File: config.mk
export PLATFORM = sky130hd
export DESIGN_NAME = psclk_ctrl
export DESIGN_NICKNAME = d
export VERILOG_FILES = /design/src/rtl/psclk_pkg.sv /design/src/rtl/psclk_regs.sv /design/src/rtl/psclk_divider.sv /design/src/rtl/psclk_pinout.sv /design/src/rtl/psclk_ctrl.sv
export SDC_FILE = /design/constraint.sdc
export NUM_CORES = 1
export LEC_CHECK = 0
export BUFFER_PORTS_ARGS = -buffer_cell sky130_fd_sc_hd__buf_2
export CORE_MARGIN = 1.5
export CORE_UTILIZATION = 54
export CTS_BUF_LIST = sky130_fd_sc_hd__clkbuf_8
export CTS_CLUSTER_DIAMETER = 30
export DETAILED_ROUTE_END_ITERATION = 16
export PLACE_DENSITY_LB_ADDON = 0.05
export SLEW_MARGIN = 20
export SYNTH_ARGS = -nofsm -noshare
export SYNTH_HDL_FRONTEND = slang
export SYNTH_HIERARCHICAL = 1
export SYNTH_SLANG_ARGS = --single-unit
File: constraint.sdc
create_clock -name clk -period 3.5 [get_ports clk]
set_clock_uncertainty 0.05 [all_clocks]
set_input_delay 0.175 -clock clk [delete_from_list [all_inputs] [get_ports clk]]
set_output_delay 0.175 -clock clk [all_outputs]
set_load 0.01 [all_outputs]
File: src/rtl/psclk_pkg.sv
package psclk_pkg;
  localparam int REG_W  = 16;
  localparam int SEL_W  = 3;
  localparam int NPIN   = 2;
  localparam int CNT_W  = (1 << SEL_W) - 1;

  // bit positions of the control word
  localparam int BIT_PS     = 15;
  localparam int BIT_B_FAST = 11;
  localparam int BIT_B_LOW  = 10;
  localparam int BIT_A_FAST = 9;
  localparam int BIT_A_LOW  = 8;

  localparam logic [REG_W-1:0] WR_MASK = 16'h8F07;

  typedef enum logic [1:0] {
    IRQ_EXT    = 2'd0,
    IRQ_PERIPH = 2'd1,
    IRQ_SOFT   = 2'd2,
    IRQ_EXC    = 2'd3
  } irq_kind_e;
endpackage

File: src/rtl/psclk_regs.sv
module psclk_regs
  import psclk_pkg::*;
(
  input  logic             clk,
  input  logic             rst,
  input  logic             wr_en,
  input  logic [REG_W-1:0] wr_data,
  input  logic             irq_take,
  input  logic [1:0]       irq_kind,
  output logic [REG_W-1:0] ctrl_q
);
  logic hw_clear;
  irq_kind_e kind;

  assign kind     = irq_kind_e'(irq_kind);
  assign hw_clear = irq_take && (kind == IRQ_EXT || kind == IRQ_PERIPH);

  always_ff @(posedge clk) begin
    if (rst) begin
      ctrl_q <= '0;
    end else begin
      if (wr_en) ctrl_q <= wr_data & WR_MASK;
      // interrupt clear takes priority over a same-cycle write
      if (hw_clear) ctrl_q[BIT_PS] <= 1'b0;
    end
  end
endmodule

File: src/rtl/psclk_divider.sv
module psclk_divider
  import psclk_pkg::*;
(
  input  logic             clk,
  input  logic             rst,
  input  logic             ps_on,
  input  logic [SEL_W-1:0] div_sel,
  output logic             core_ce,
  output logic             div_wave,
  output logic [SEL_W-1:0] eff_sel
);
  logic [CNT_W-1:0] cnt;
  logic [CNT_W-1:0] term;
  logic [SEL_W-1:0] target;
  logic             tick;

  // terminal count = 2^eff_sel - 1 as a thermometer mask
  always_comb begin
    term = '0;
    for (int i = 0; i < CNT_W; i++) term[i] = (SEL_W'(i) < eff_sel);
  end

  assign tick    = (cnt == term);
  assign core_ce = tick;
  assign target  = ps_on ? div_sel : '0;

  always_ff @(posedge clk) begin
    if (rst) begin
      cnt      <= '0;
      eff_sel  <= '0;
      div_wave <= 1'b0;
    end else if (tick) begin
      cnt      <= '0;
      eff_sel  <= target;   // ratio moves only on a boundary
      div_wave <= ~div_wave;
    end else begin
      cnt      <= cnt + 1'b1;
    end
  end
endmodule

File: src/rtl/psclk_pinout.sv
module psclk_pinout
  import psclk_pkg::*;
(
  input  logic            clk,
  input  logic            rst,
  input  logic            div_wave,
  input  logic [NPIN-1:0] use_fast,
  input  logic [NPIN-1:0] force_low,
  output logic [NPIN-1:0] pin_q
);
  logic fast_wave;

  always_ff @(posedge clk) begin
    if (rst) fast_wave <= 1'b0;
    else     fast_wave <= ~fast_wave;
  end

  for (genvar g = 0; g < NPIN; g++) begin : g_pin
    always_ff @(posedge clk) begin
      if (rst || force_low[g]) pin_q[g] <= 1'b0;
      else if (use_fast[g])    pin_q[g] <= fast_wave;
      else                     pin_q[g] <= div_wave;
    end
  end
endmodule

File: src/rtl/psclk_ctrl.sv
module psclk_ctrl
  import psclk_pkg::*;
(
  input  logic        clk,
  input  logic        rst,
  input  logic        wr_en,
  input  logic [15:0] wr_data,
  input  logic        irq_take,
  input  logic [1:0]  irq_kind,
  output logic [15:0] rd_data,
  output logic        core_ce,
  output logic        clkout_a,
  output logic        clkout_b
);
  logic [REG_W-1:0] ctrl_q;
  logic             div_wave;
  logic [SEL_W-1:0] eff_sel;
  logic [NPIN-1:0]  pins;

  psclk_regs u_regs (
    .clk(clk), .rst(rst), .wr_en(wr_en), .wr_data(wr_data),
    .irq_take(irq_take), .irq_kind(irq_kind), .ctrl_q(ctrl_q)
  );

  psclk_divider u_div (
    .clk(clk), .rst(rst), .ps_on(ctrl_q[BIT_PS]),
    .div_sel(ctrl_q[SEL_W-1:0]), .core_ce(core_ce),
    .div_wave(div_wave), .eff_sel(eff_sel)
  );

  psclk_pinout u_pins (
    .clk(clk), .rst(rst), .div_wave(div_wave),
    .use_fast({ctrl_q[BIT_B_FAST], ctrl_q[BIT_A_FAST]}),
    .force_low({ctrl_q[BIT_B_LOW], ctrl_q[BIT_A_LOW]}),
    .pin_q(pins)
  );

  assign rd_data  = ctrl_q;
  assign clkout_a = pins[0];
  assign clkout_b = pins[1];
endmodule

Word-level counts from Yosys, hierarchy flattened
Cells that the tools add are included.
Storage, ports and cells
  register bits after elaboration: 22
  bits in latches: 0
  memory bits (writable): 0
  bits in read-only memories: 0
  output and inout port bits: 19
  memories: 0
Operators by class
  add/subtract/negate cells: 1
  $mul: 0
  divide/modulo/power cells: 0
  magnitude comparators: 7
  equal/unequal tests: 2
  shift-type cells: 0
  mux-type cells: 3
  bitwise logic cells: 2
  reduce and logical (&&, ||, !) cells: 7
Operators with widths (count)
  $lt 3x3->1 const A: 3
  $add 7x1->7 const B: 1
  $eq 7x7->1: 1
  $lt 1x3->1 const A: 2
  $lt 2x3->1 const A: 2
  $reduce_or 2->1: 2
  $logic_or 1x1->1: 3
  $mux 3: 1
  $eq 2x1->1 const B: 1
  $logic_not 2->1: 1
  $mux 1: 2
  $not 1->1: 2
  $logic_and 1x1->1: 1

Longest topological paths before layout
  word-level depth: 4
  depth in mapped cells: 7
  mapped depth without buffers: 5

By module
The synthesis kept the hierarchy.
By module, submodules not included
  psclk_divider: times used 1, cells an instance 70, area each 620.6 sq um, sequential area each 220.2 sq um
  psclk_regs: times used 1, cells an instance 36, area each 361.6 sq um, sequential area each 160.2 sq um
  psclk_pinout: times used 1, cells an instance 8, area each 93.8 sq um, sequential area each 60.1 sq um

Worst setup path before layout
Ideal clock, no wire load.
  kind: register to register
  start point: register u_div.eff_sel[2]
  end point: register u_div.div_wave
  library setup time: 0.123 ns
  arrival time: 1.566 ns
  data required time: 3.327 ns
  slack: 1.761 ns
  cell stages (with the launch flop): 6
  clock period less this slack: 1.739 ns
  cells stage by stage: dfxtp_1 buf_6 or4_4 nor2_2 o221a_4 mux2_1
Between the ends
  longest elaborated chain between the ends: 2
  elaborated cells on any way between the ends: 8
  those cells by class: order compare: 7; eq/ne: 1
RTL lines
  from (decl): line psclk_divider.sv:10  | output logic [SEL_W-1:0] eff_sel
  from (signal assigned): line psclk_divider.sv:34  | eff_sel <= target;
  $lt 1x3->1 (tied with other cells): line psclk_divider.sv:20  | for (int i = 0; i < CNT_W; i++) term[i] = (SEL_W'(i) < eff_sel);
  $eq 7x7->1 (*): line psclk_divider.sv:23  | assign tick = (cnt == term);
  to (signal assigned): line psclk_divider.sv:35  | div_wave <= ~div_wave;
  to (decl): line psclk_divider.sv:9  | output logic div_wave,
Mark *: on every way between the ends. The rest lies on a longest branch, timed or not.
A chain may end at the register's enable or synchronous reset.

Final worst setup path
  start point: register u_div.eff_sel[2]
  end point: output port core_ce
Between the ends
  longest elaborated chain between the ends: 2
  elaborated cells on any way between the ends: 8
  those cells by class: order compare: 7; eq/ne: 1
RTL lines
  $lt 1x3->1 (tied with other cells): line psclk_divider.sv:20
  $eq 7x7->1 (*): line psclk_divider.sv:23
  to (decl): line psclk_ctrl.sv:11  | output logic core_ce,
Marks and branches as above.

==> metrics.txt <==
slowest CP cell=or4_4; Iteration-0 DRC Markers=4; outcome=finished, final reports clean; fin crit period=2.03 ns; core area=0.00180 sq mm; dpl hpwl=1300 um; Die ar.=0.00227 sq mm; #FFs+latches synth=22; Synth Flop Type=dfxtp_1; YS warnings=6; Post-DRT Antenna Nets=0; count of different cell masters after synthesis=31; first-pass iteration count of the detailed router=3; IO Pins=41; Post-CTS Setup Inserts=0; final hold violations=0; Skew-Pair Late Insertion Delay=0.26 ns; RSZ-0062 raised after global routing=false; WL per Instance=11.4 um; share of flip-flops with an asynchronous set or reset=0%; post-synthesis instance total=114; # diodes=0; cell area after synthesis=0.00108 sq mm; number of max-cap violations=0; Slew Viols, Final=0; total leakage power=0.523 nW; Max clock buf depth=2; Cell Pwr Density=430 mW/mm^2; CP top delay family=simple AND/OR/NAND/NOR gates; CTS Hold Bufs=0; initial antenna violation count=0; HP Class=input pin to register; Num CTS Buffers=3; Final Util=65.4%; clock root buffer=clkbuf_8; area of placed instances=0.00112 sq mm; Nets=156; IO Port Bufs=23; GRT Residual Overflow=0; critical path arrival=1.81 ns; Final setup violation count=0; share of cells above drive strength 1=23.5%; Multi-input gate area=537 sq um; clock-pin transition on the worst setup and hold timing paths=0.07 ns; DRC=0; critical path type=register to primary output; Worst EP required=3.27 ns; Storage cell area=440 sq um; Worst Setup Start Kind=register; Vias/cell=5.13; Critical Path, Cell by Cell=or4_4 -> nor2_2 -> o221a_4 -> buf_2; Max H-tree Level=1; Detailed Route WL=1790 um; fin area=0.00118 sq mm; vias in the first global route=682; gp weighted congestion=0.736; CP endpoint kind=primary output; largest net degree at the start of global routing=25; row cnt=15; Die Width=47.6 um; Initial Util=59.7%; Worst Path Max Fanout=12; worst path bufs/invs=1; DR vias=805; Area Overhead vs Synth=9.53%; Post-CTS Resized=0; maximum vdd drop=0.303 mV; die height=47.6 um; global-route wire length before repair=2720 um; period utilisation layout=58.0%; CTS Sinks=22; filler cell count=166; Post-synth EDFFs=0; all-layer global routing usage=16.8%; CTS tree=done; Mean Syn Cell Area=9.44 sq um; Setup TNS=0 ns; fmax=492 MHz; max incr delay on CP=0.56 ns; register area share after synthesis=40.9%
## cell usage after synthesis (3+ instances only)
cell / n / share of area (%)
mux2i_1: 13 / 12
buf_4: 9 / 6.3
nand2_1: 6 / 2.1
dfxtp_1: 22 / 41
xor2_1: 5 / 4.1
nand3_1: 5 / 2.3
nor2b_1: 3 / 1.7
clkbuf_1: 3 / 1.0
a21oi_1: 3 / 1.4
nor3_1: 8 / 3.7
nand2b_1: 3 / 1.7
nor2_1: 12 / 4.2
## report_power, final
group	internal [W]	switching, W
clock	0.000100	0.0000764
sequential	0.000261	0.00000884
combinational	0.0000279	0.0000315
## metrics by stage
step | hold WS (ns) | setup slack, ns | cells | power [W]
finish | 0.110 | 1.47 | 157 | 0.000506
CTS | 0.107 | 1.46 | 157 | 0.000512
global route | 0.122 | 1.39 | 157 | 0.000532
detailed placement | 0.376 | 1.63 | 153 | 0.000336
global placement | 0.357 | 1.65 | 153 | 0.000334
floorplan | 0.192 | 1.76 | 121 | 0.000328
## worst paths after layout
check,startpoint,end,slack (ns),cells past startpoint
max reg2reg,u_div/eff_sel[2],u_div/div_wave,1.62,4
min,wr_data[9],u_regs/ctrl_q[9],0.11,3
max,u_div/eff_sel[2],core_ce,1.47,4
min reg2reg,u_regs/ctrl_q[10],u_pins/pin_q[1],0.40,1
## flip-flops by register name, indices dropped and copies added (netlist names)
register,flops
u_div/div_wave,1
u_pins/fast_wave,1
u_pins/pin_q,2
u_div/eff_sel,3
u_regs/ctrl_q,8
u_div/cnt,7
## metal layers
layer | wire length (um) | global-route usage (%) | part of all wire, % | up-vias
li1 | - | - | - | 413
met1 | 864 | 21.8 | 48 | 371
met2 | 843 | 26.8 | 47 | 19
met3 | 65 | 4.53 | 3.6 | 2
met4 | 14 | 6.49 | 0.78 | 0
met5 | 0 | 0 | 0 | -
## tightest hold or removal path, delay by kind of cell
kind | cells | cell delay (ns)
buffers and inverters | 1 | 0.07
AND/OR/NAND/NOR | 1 | 0.08
multiplexers | 1 | 0.06
## layout make-up
cell class	count	share of cell area (%)
multi-input combinational	83	45.5
sequential	22	37.4
timing repair buffer	23	9.77
clock buffer	4	4.67
tap	25	2.65
## layout by cell type (no fill, tap or decap), types with 2 or more instances in the layout
master and instances:
a21oi_1 3, buf_2 23, clkbuf_8 4, conb_1 8, dfxtp_1 22, mux2i_1 13, nand2_1 6, nand2b_1 3
nand3_1 5, nand4_1 2, nor2_1 12, nor2b_1 3, nor3_1 8, nor3b_1 2, xor2_1 5
## cell families after synthesis
family / synth area share [%]
AOI/OAI and AO/OA: 5.81
xor gates and xnor gates: 4.88
adders and majority gates: 1.16
buffers and inverters: 11.6
DFF: 40.9
muxes: 13.1
other: 0.349
and+or+nand+nor: 22.1
(Power assumes the default switching activity.)
